==> src/rtl/fifo_pair_pkg.sv <==
package fifo_pair_pkg;
   typedef enum logic {
      ENG_MASTER = 1'b0,
      ENG_SLAVE  = 1'b1
   } engine_e;
endpackage

==> src/rtl/fifo_ring.sv <==
module fifo_ring #(
   parameter int DATA_W = 8,
   parameter int DEPTH  = 8,
   localparam int PTR_W = (DEPTH > 1) ? $clog2(DEPTH) : 1,
   localparam int CNT_W = $clog2(DEPTH + 1)
) (
   input  logic              clk,
   input  logic              rst_n,
   input  logic              flush,
   input  logic              push,
   input  logic              pop,
   input  logic [DATA_W-1:0] wdata,
   output logic [DATA_W-1:0] rdata,
   output logic [CNT_W-1:0]  level,
   output logic              ovf,
   output logic              unf
);
   localparam bit IS_POW2 = ((DEPTH & (DEPTH - 1)) == 0);

   logic [DATA_W-1:0] mem [DEPTH];
   logic [PTR_W-1:0]  wr_ptr, rd_ptr, wr_nxt, rd_nxt;
   logic              push_ok, pop_ok, is_full, is_empty;

   assign is_full  = (level == CNT_W'(DEPTH));
   assign is_empty = (level == '0);
   assign push_ok  = push && !is_full && !flush;
   assign pop_ok   = pop && !is_empty && !flush;

   generate
      if (IS_POW2) begin : g_wrap_free
         assign wr_nxt = wr_ptr + PTR_W'(1);
         assign rd_nxt = rd_ptr + PTR_W'(1);
      end else begin : g_wrap_cmp
         assign wr_nxt = (wr_ptr == PTR_W'(DEPTH - 1)) ? '0 : wr_ptr + PTR_W'(1);
         assign rd_nxt = (rd_ptr == PTR_W'(DEPTH - 1)) ? '0 : rd_ptr + PTR_W'(1);
      end
   endgenerate

   always_ff @(posedge clk) begin
      if (push_ok) mem[wr_ptr] <= wdata;
   end

   assign rdata = mem[rd_ptr];

   always_ff @(posedge clk or negedge rst_n) begin
      if (!rst_n) begin
         wr_ptr <= '0;
         rd_ptr <= '0;
         level  <= '0;
         ovf    <= 1'b0;
         unf    <= 1'b0;
      end else if (flush) begin
         wr_ptr <= '0;
         rd_ptr <= '0;
         level  <= '0;
      end else begin
         if (push_ok) wr_ptr <= wr_nxt;
         if (pop_ok)  rd_ptr <= rd_nxt;
         case ({push_ok, pop_ok})
            2'b10:   level <= level + CNT_W'(1);
            2'b01:   level <= level - CNT_W'(1);
            default: level <= level;
         endcase
         if (push && is_full)  ovf <= 1'b1;
         if (pop && is_empty)  unf <= 1'b1;
      end
   end
endmodule

==> src/rtl/engine_select.sv <==
module engine_select
   import fifo_pair_pkg::*;
#(
   parameter int DATA_W = 8
) (
   input  engine_e           owner,
   input  logic              m_stb,
   input  logic              s_stb,
   input  logic [DATA_W-1:0] m_wdata,
   input  logic [DATA_W-1:0] s_wdata,
   input  logic              busy,
   input  logic [DATA_W-1:0] rdata,
   output logic              stb,
   output logic [DATA_W-1:0] wdata,
   output logic              m_busy,
   output logic              s_busy,
   output logic [DATA_W-1:0] m_rdata,
   output logic [DATA_W-1:0] s_rdata
);
   logic own_m;
   assign own_m   = (owner == ENG_MASTER);
   assign stb     = own_m ? m_stb : s_stb;
   assign wdata   = own_m ? m_wdata : s_wdata;
   assign m_busy  = own_m ? busy : 1'b1;
   assign s_busy  = own_m ? 1'b1 : busy;
   assign m_rdata = own_m ? rdata : '0;
   assign s_rdata = own_m ? '0 : rdata;
endmodule

==> src/rtl/i2c_fifo_pair.sv <==
module i2c_fifo_pair
   import fifo_pair_pkg::*;
#(
   parameter int DATA_W = 8,
   parameter int DEPTH  = 8,
   localparam int CNT_W  = $clog2(DEPTH + 1),
   localparam int TRIG_W = (DEPTH > 1) ? $clog2(DEPTH) : 1
) (
   input  logic              clk,
   input  logic              rst_n,
   input  logic              tx_sel,
   input  logic              rx_sel,
   input  logic [TRIG_W-1:0] tx_trig,
   input  logic [TRIG_W-1:0] rx_trig,
   input  logic              host_tx_wr,
   input  logic [DATA_W-1:0] host_tx_data,
   input  logic              host_rx_rd,
   output logic [DATA_W-1:0] host_rx_data,
   input  logic              m_tx_pop,
   output logic [DATA_W-1:0] m_tx_data,
   output logic              m_tx_empty,
   input  logic              s_tx_pop,
   output logic [DATA_W-1:0] s_tx_data,
   output logic              s_tx_empty,
   input  logic              m_rx_push,
   input  logic [DATA_W-1:0] m_rx_data,
   output logic              m_rx_full,
   input  logic              s_rx_push,
   input  logic [DATA_W-1:0] s_rx_data,
   output logic              s_rx_full,
   output logic [CNT_W-1:0]  tx_level,
   output logic [CNT_W-1:0]  rx_level,
   output logic              tx_empty,
   output logic              rx_full,
   output logic              tx_req,
   output logic              rx_req,
   output logic              tx_ovf,
   output logic              tx_unf,
   output logic              rx_ovf,
   output logic              rx_unf
);
   generate
      if (DEPTH < 2) begin : g_bad_depth
         $error("i2c_fifo_pair: DEPTH must be at least 2");
      end
      if (DATA_W < 1) begin : g_bad_width
         $error("i2c_fifo_pair: DATA_W must be positive");
      end
   endgenerate

   engine_e tx_own, rx_own, tx_own_q, rx_own_q;
   logic    tx_flush, rx_flush;
   logic    tx_pop_stb, rx_push_stb;
   logic [DATA_W-1:0] tx_head, rx_wdata, tx_unused_w;

   assign tx_own = engine_e'(tx_sel);
   assign rx_own = engine_e'(rx_sel);

   always_ff @(posedge clk or negedge rst_n) begin
      if (!rst_n) begin
         tx_own_q <= ENG_MASTER;
         rx_own_q <= ENG_MASTER;
      end else begin
         tx_own_q <= tx_own;
         rx_own_q <= rx_own;
      end
   end

   assign tx_flush = (tx_own != tx_own_q);
   assign rx_flush = (rx_own != rx_own_q);

   // Outgoing queue: host pushes, owning engine pops.
   engine_select #(.DATA_W(DATA_W)) u_tx_sel (
      .owner   (tx_own),
      .m_stb   (m_tx_pop),
      .s_stb   (s_tx_pop),
      .m_wdata ('0),
      .s_wdata ('0),
      .busy    (tx_empty),
      .rdata   (tx_head),
      .stb     (tx_pop_stb),
      .wdata   (tx_unused_w),
      .m_busy  (m_tx_empty),
      .s_busy  (s_tx_empty),
      .m_rdata (m_tx_data),
      .s_rdata (s_tx_data)
   );

   fifo_ring #(.DATA_W(DATA_W), .DEPTH(DEPTH)) u_tx_ring (
      .clk   (clk),
      .rst_n (rst_n),
      .flush (tx_flush),
      .push  (host_tx_wr),
      .pop   (tx_pop_stb),
      .wdata (host_tx_data),
      .rdata (tx_head),
      .level (tx_level),
      .ovf   (tx_ovf),
      .unf   (tx_unf)
   );

   // Incoming queue: owning engine pushes, host pops.
   logic              rx_unused_m, rx_unused_s;
   logic [DATA_W-1:0] rx_unused_md, rx_unused_sd;

   engine_select #(.DATA_W(DATA_W)) u_rx_sel (
      .owner   (rx_own),
      .m_stb   (m_rx_push),
      .s_stb   (s_rx_push),
      .m_wdata (m_rx_data),
      .s_wdata (s_rx_data),
      .busy    (rx_full),
      .rdata   ('0),
      .stb     (rx_push_stb),
      .wdata   (rx_wdata),
      .m_busy  (m_rx_full),
      .s_busy  (s_rx_full),
      .m_rdata (rx_unused_md),
      .s_rdata (rx_unused_sd)
   );
   assign rx_unused_m = ^rx_unused_md;
   assign rx_unused_s = ^rx_unused_sd;

   fifo_ring #(.DATA_W(DATA_W), .DEPTH(DEPTH)) u_rx_ring (
      .clk   (clk),
      .rst_n (rst_n),
      .flush (rx_flush),
      .push  (rx_push_stb),
      .pop   (host_rx_rd),
      .wdata (rx_wdata),
      .rdata (host_rx_data),
      .level (rx_level),
      .ovf   (rx_ovf),
      .unf   (rx_unf)
   );

   assign tx_empty = (tx_level == '0);
   assign rx_full  = (rx_level == CNT_W'(DEPTH));
   assign tx_req   = (tx_level <= CNT_W'(tx_trig));
   assign rx_req   = (rx_level >= CNT_W'(rx_trig));

   logic unused_ok;
   assign unused_ok = rx_unused_m ^ rx_unused_s ^ (^tx_unused_w);
endmodule

==> config.mk <==
export PLATFORM = sky130hd
export DESIGN_NAME = i2c_fifo_pair
export DESIGN_NICKNAME = d
export VERILOG_FILES = /design/src/rtl/fifo_pair_pkg.sv /design/src/rtl/fifo_ring.sv /design/src/rtl/engine_select.sv /design/src/rtl/i2c_fifo_pair.sv
export SDC_FILE = /design/constraint.sdc
export NUM_CORES = 1
export LEC_CHECK = 0
export BUFFER_PORTS_ARGS = -buffer_cell sky130_fd_sc_hd__clkbuf_2
export CAP_MARGIN = 25
export CELL_PAD_IN_SITES_DETAIL_PLACEMENT = 0
export CELL_PAD_IN_SITES_GLOBAL_PLACEMENT = 1
export CORE_MARGIN = 4
export CORE_UTILIZATION = 35
export CTS_CLUSTER_SIZE = 14
export DETAILED_ROUTE_END_ITERATION = 10
export GPL_TIMING_DRIVEN = 0
export MAX_ROUTING_LAYER = met4
export PLACE_DENSITY_LB_ADDON = 0.05
export SLEW_MARGIN = 20
export SYNTH_ARGS = -nofsm -noshare
export SYNTH_HDL_FRONTEND = slang
export SYNTH_SLANG_ARGS = --single-unit
==> constraint.sdc <==
create_clock -name clk -period 3.7 [get_ports clk]
set_input_delay 0.555 -clock clk [delete_from_list [all_inputs] [get_ports clk]]
set_output_delay 0.555 -clock clk [all_outputs]
set_load 0.02 [all_outputs]
==> out/qor.yml <==
setup_path:
  worst_ep_required_time_ns: 3.14
  worst_reg2reg_startpoint: "u_rx_ring.level[0]"
  worstSetupStartpointType: "flip-flop"
  critical_path.cell_chain: "clkbuf_1 > buf_2 > mux4_2 > mux2i_1 > nor2_1 > clkbuf_2"
  cp.buffers_inverters: 3
  critical_path.max_stage_delay_ns: 0.56
  timing.critical_path.arrival_ns: 2.90
  timing.critical_path.from: "u_tx_ring.rd_ptr[0]"
  crit_family: "buffers and inverters"
  crit_fanout: 10
  timing.reg2reg.setup_slack_ns: 0.66
  reg2regPathDepth: 10
  timing.rr.end: "u_rx_ring.level[3]"
  cp.depth: 6
  cp_slowest_cell: "mux4_2"
  critPathCaptureType: "output port"
  worstSetupPathType: "reg -> out"
sta:
  unrepaired_setup_endpoints_after_global_routing: "false"
  finalHoldViolations: 0
  setup_viol_count_final: 0
  slew-limit-headroom_pct: 28.4
  report.final.slew_viol_count: 0
  clock_skew_ns: 0.00731
  period_share_pct: 93.4
  setup-tns-final_ns: 0
  max_slew.worst_pin.slew_ns: 1.07
  fmaxAchievable_mhz: 289
  layout_min_cycle_time_ns: 3.46
synth:
  seq_area_frac_synth_pct: 67.3
  synth_compound_area_share_pct: 3.02
  ys_dominant_reg_cell: "edfxtp_1"
  syn_avg_cell_area_um2: 16.4
  post_synth_mux_area_share_pct: 15.8
  synth.ff_latch_count: 154
  post_synth_fa_ha_maj_area_fraction_pct: 2.62
  synth.cell_area_um2: 6680
  yosys_warnings: 0
  synth_xor_area_share_pct: 2.36
  netlist.area_leader.share_pct: 57.5
  synth-edff-count: 128
  ys_async_sr_fraction_pct: 16.9
  synth_top_cell_by_area: "edfxtp_1"
  syn-num-nets: 461
  synth.lib_cells_used.distinct: 44
  synthesis.instances: 407
  synth.top_cells.by_area: "edfxtp_1 58%, mux4_2 11%, dfrtp_1 9.7%"
  synthSimpleGateAreaFrac_pct: 7.17
  synth_top_family_by_area: "multiplexers"
global_routing:
  antenna_found_initial: 0
  first_global_vias: 4039
  first_pass_grt_wire_length_um: 23300
  global_route.usage.total_pct: 14.9
  grt_overflow_total: 0
  pin_count_of_the_biggest_net_entering_global_routing: 27
cts:
  cts_num_sinks: 154
  path_clk_slew_ns: 0.06
  h-tree-depth: 4
  clk-insertion-delay-late_ns: 0.42
  cts_buffer_depth: 2
  numCtsBuffers: 17
  post_cts_resize_count: 0
  cts_setup_buffers: 0
  post_cts_hold_buffer_count: 0
  ctsRootBufferMaster: "clkbuf_16"
  tritoncts_clock_tree: "done"
pwr:
  power_switching_w: 0.00173
  power.static_leakage_nw: 2.97
  peakVddDrop_v: 0.000345
  clock_power_share_pct: 31.2
  sequentialPowerShare_pct: 38.9
  comb_power_share_pct: 29.9
  sw_frac_of_total_pct: 31.8
  power.internal_w: 0.00371
  p_per_area_nw_per_um2: 675
detailed_routing:
  totalWireLength_um: 14700
  route.detailed.vias_per_inst: 4.90
  final_routed_drc_violation_total: 0
  route.detailed.wl_per_inst_um: 19.2
  via_count: 3749
  dr.first_iter.drc_count: 219
  drt_pre_antenna_iters: 4
  route.antenna.remaining_nets: 0
floorplanning:
  die-width_um: 146
  rows: 50
  initial_core_util_pct: 35.6
  floorplan.core_area_um2: 18800
  die_height_um: 146
  die_area_um2: 21400
  io_pins: 84
cells_and_area:
  finish.cell_count_without_fillers: 765
  synthToLayoutAreaGrowth_pct: 20.6
  layout.cells.most_common_list: "128 x edfxtp_1, 83 x clkbuf_2, 46 x nor2_1"
  nets: 572
  drive_gt1_share_pct: 35.0
  antenna_cells_inserted: 0
  final_common_cell: "edfxtp_1"
outcome:
  outcome: "complete, no violations"
placement:
  place.detailed.hpwl_um: 10000
  gp_congestion: 0.716
  inst_count_dp: 730
  buffer_ports.inserted: 83
hold_path:
  timing.hold.worst.class: "in -> async"
run:
  max-cap-violations: 0
## worst max-delay path by stage
stage | slack (ns) | endpoint
5_1_grt | 0.005 | m_tx_data[2]
4_1_cts | 0.10 | m_tx_data[0]
2_1_floorplan | 0.66 | u_rx_ring.level[3]
3_3_place_gp | -0.08 | u_tx_ring.mem[0][1]
3_5_place_dp | 0.33 | u_tx_ring.mem[2][5]
6_report | 0.24 | m_tx_data[0]
## per-layer routing
metal	GRT usage, %	vias to the layer above	share of wire, %
li1	-	1789	-
met1	17.6	1883	42
met2	25.5	60	53
met3	2.82	17	3.1
met4	5.32	0	1.5
met5	-	-	0
## kinds of logic (layout without fill, tap and decap cells)
family	count (synthesis)	count (layout)
AND/OR/NAND/NOR	99	99
flip-flops	154	154
multiplexers	63	63
buffers and inverters	31	155
AO/OA/AOI/OAI	28	28
adder cells (fa/ha/maj)	14	14
XOR/XNOR	18	18
## layout make-up
type	instances	area (um2)
inverters	13	48.8
well taps	234	293
fillers	1726	10700
plain buffers	18	71.3
repair buffers	92	490
clock buffers	18	429
flip-flops and latches	154	4490
clock inverters	14	146
multi-input cells	222	2090
## cells in the mapped netlist, types with 2 or more instances
| master | n |
|---|---|
| mux2i_1 | 14 |
| nand2b_1 | 7 |
| buf_1 | 4 |
| nor2_1 | 46 |
| mux4_2 | 32 |
| nand3_1 | 5 |
| a21oi_1 | 7 |
| xnor2_1 | 9 |
| o21a_1 | 2 |
| or3_1 | 2 |
| or4_1 | 2 |
| o21ai_0 | 2 |
| a31oi_1 | 3 |
| nand2_1 | 12 |
| nor2b_1 | 8 |
| dfrtp_1 | 26 |
| ha_1 | 14 |
| xor2_1 | 9 |
| a21o_1 | 3 |
| mux2_2 | 16 |
| nor3_1 | 8 |
| clkbuf_1 | 11 |
| a211o_1 | 2 |
| inv_1 | 12 |
| or2_2 | 3 |
| edfxtp_1 | 128 |
| buf_2 | 3 |
## power groups by stage
stage | Sequential (W) | Combinational (W) | Clock [W]
4_1_cts | 0.00212 | 0.00167 | 0.00174
5_1_grt | 0.00214 | 0.00180 | 0.00180
2_1_floorplan | 0.00218 | 0.00115 | 0
3_3_place_gp | 0.00215 | 0.00164 | 0
6_report | 0.00212 | 0.00163 | 0.00170
3_5_place_dp | 0.00216 | 0.00166 | 0
## registers in the layout, summed over array words and instances, names as in the netlist
| signal | count |
|---|---|
| u_rx_ring.unf | 1 |
| u_tx_ring.ovf | 1 |
| u_rx_ring.level | 4 |
| u_rx_ring.wr_ptr | 3 |
| u_tx_ring.unf | 1 |
| u_rx_ring.rd_ptr | 3 |
| u_tx_ring.mem | 64 |
| u_rx_ring.mem | 64 |
| tx_own_q | 1 |
| u_tx_ring.rd_ptr | 3 |
| rx_own_q | 1 |
| u_tx_ring.level | 4 |
| u_rx_ring.ovf | 1 |
| u_tx_ring.wr_ptr | 3 |
## metrics by stage
step | power (W) | setup WS [ns] | instance area [um2] | hold WS (ns) | utilization (%)
after floorplan | 0.00333 | 0.657 | 6680 | 0.259 | -
after global placement | 0.00379 | -0.0842 | 7390 | 0.450 | 39.4
after detailed placement | 0.00382 | 0.334 | 7460 | 0.448 | 39.8
after CTS | 0.00553 | 0.103 | 8040 | 0.206 | 42.8
after global routing | 0.00574 | 0.00456 | 8060 | 0.247 | 42.9
final | 0.00544 | 0.243 | 8060 | 0.183 | 42.9
Note: power is estimated with default switching activity, not from simulation.
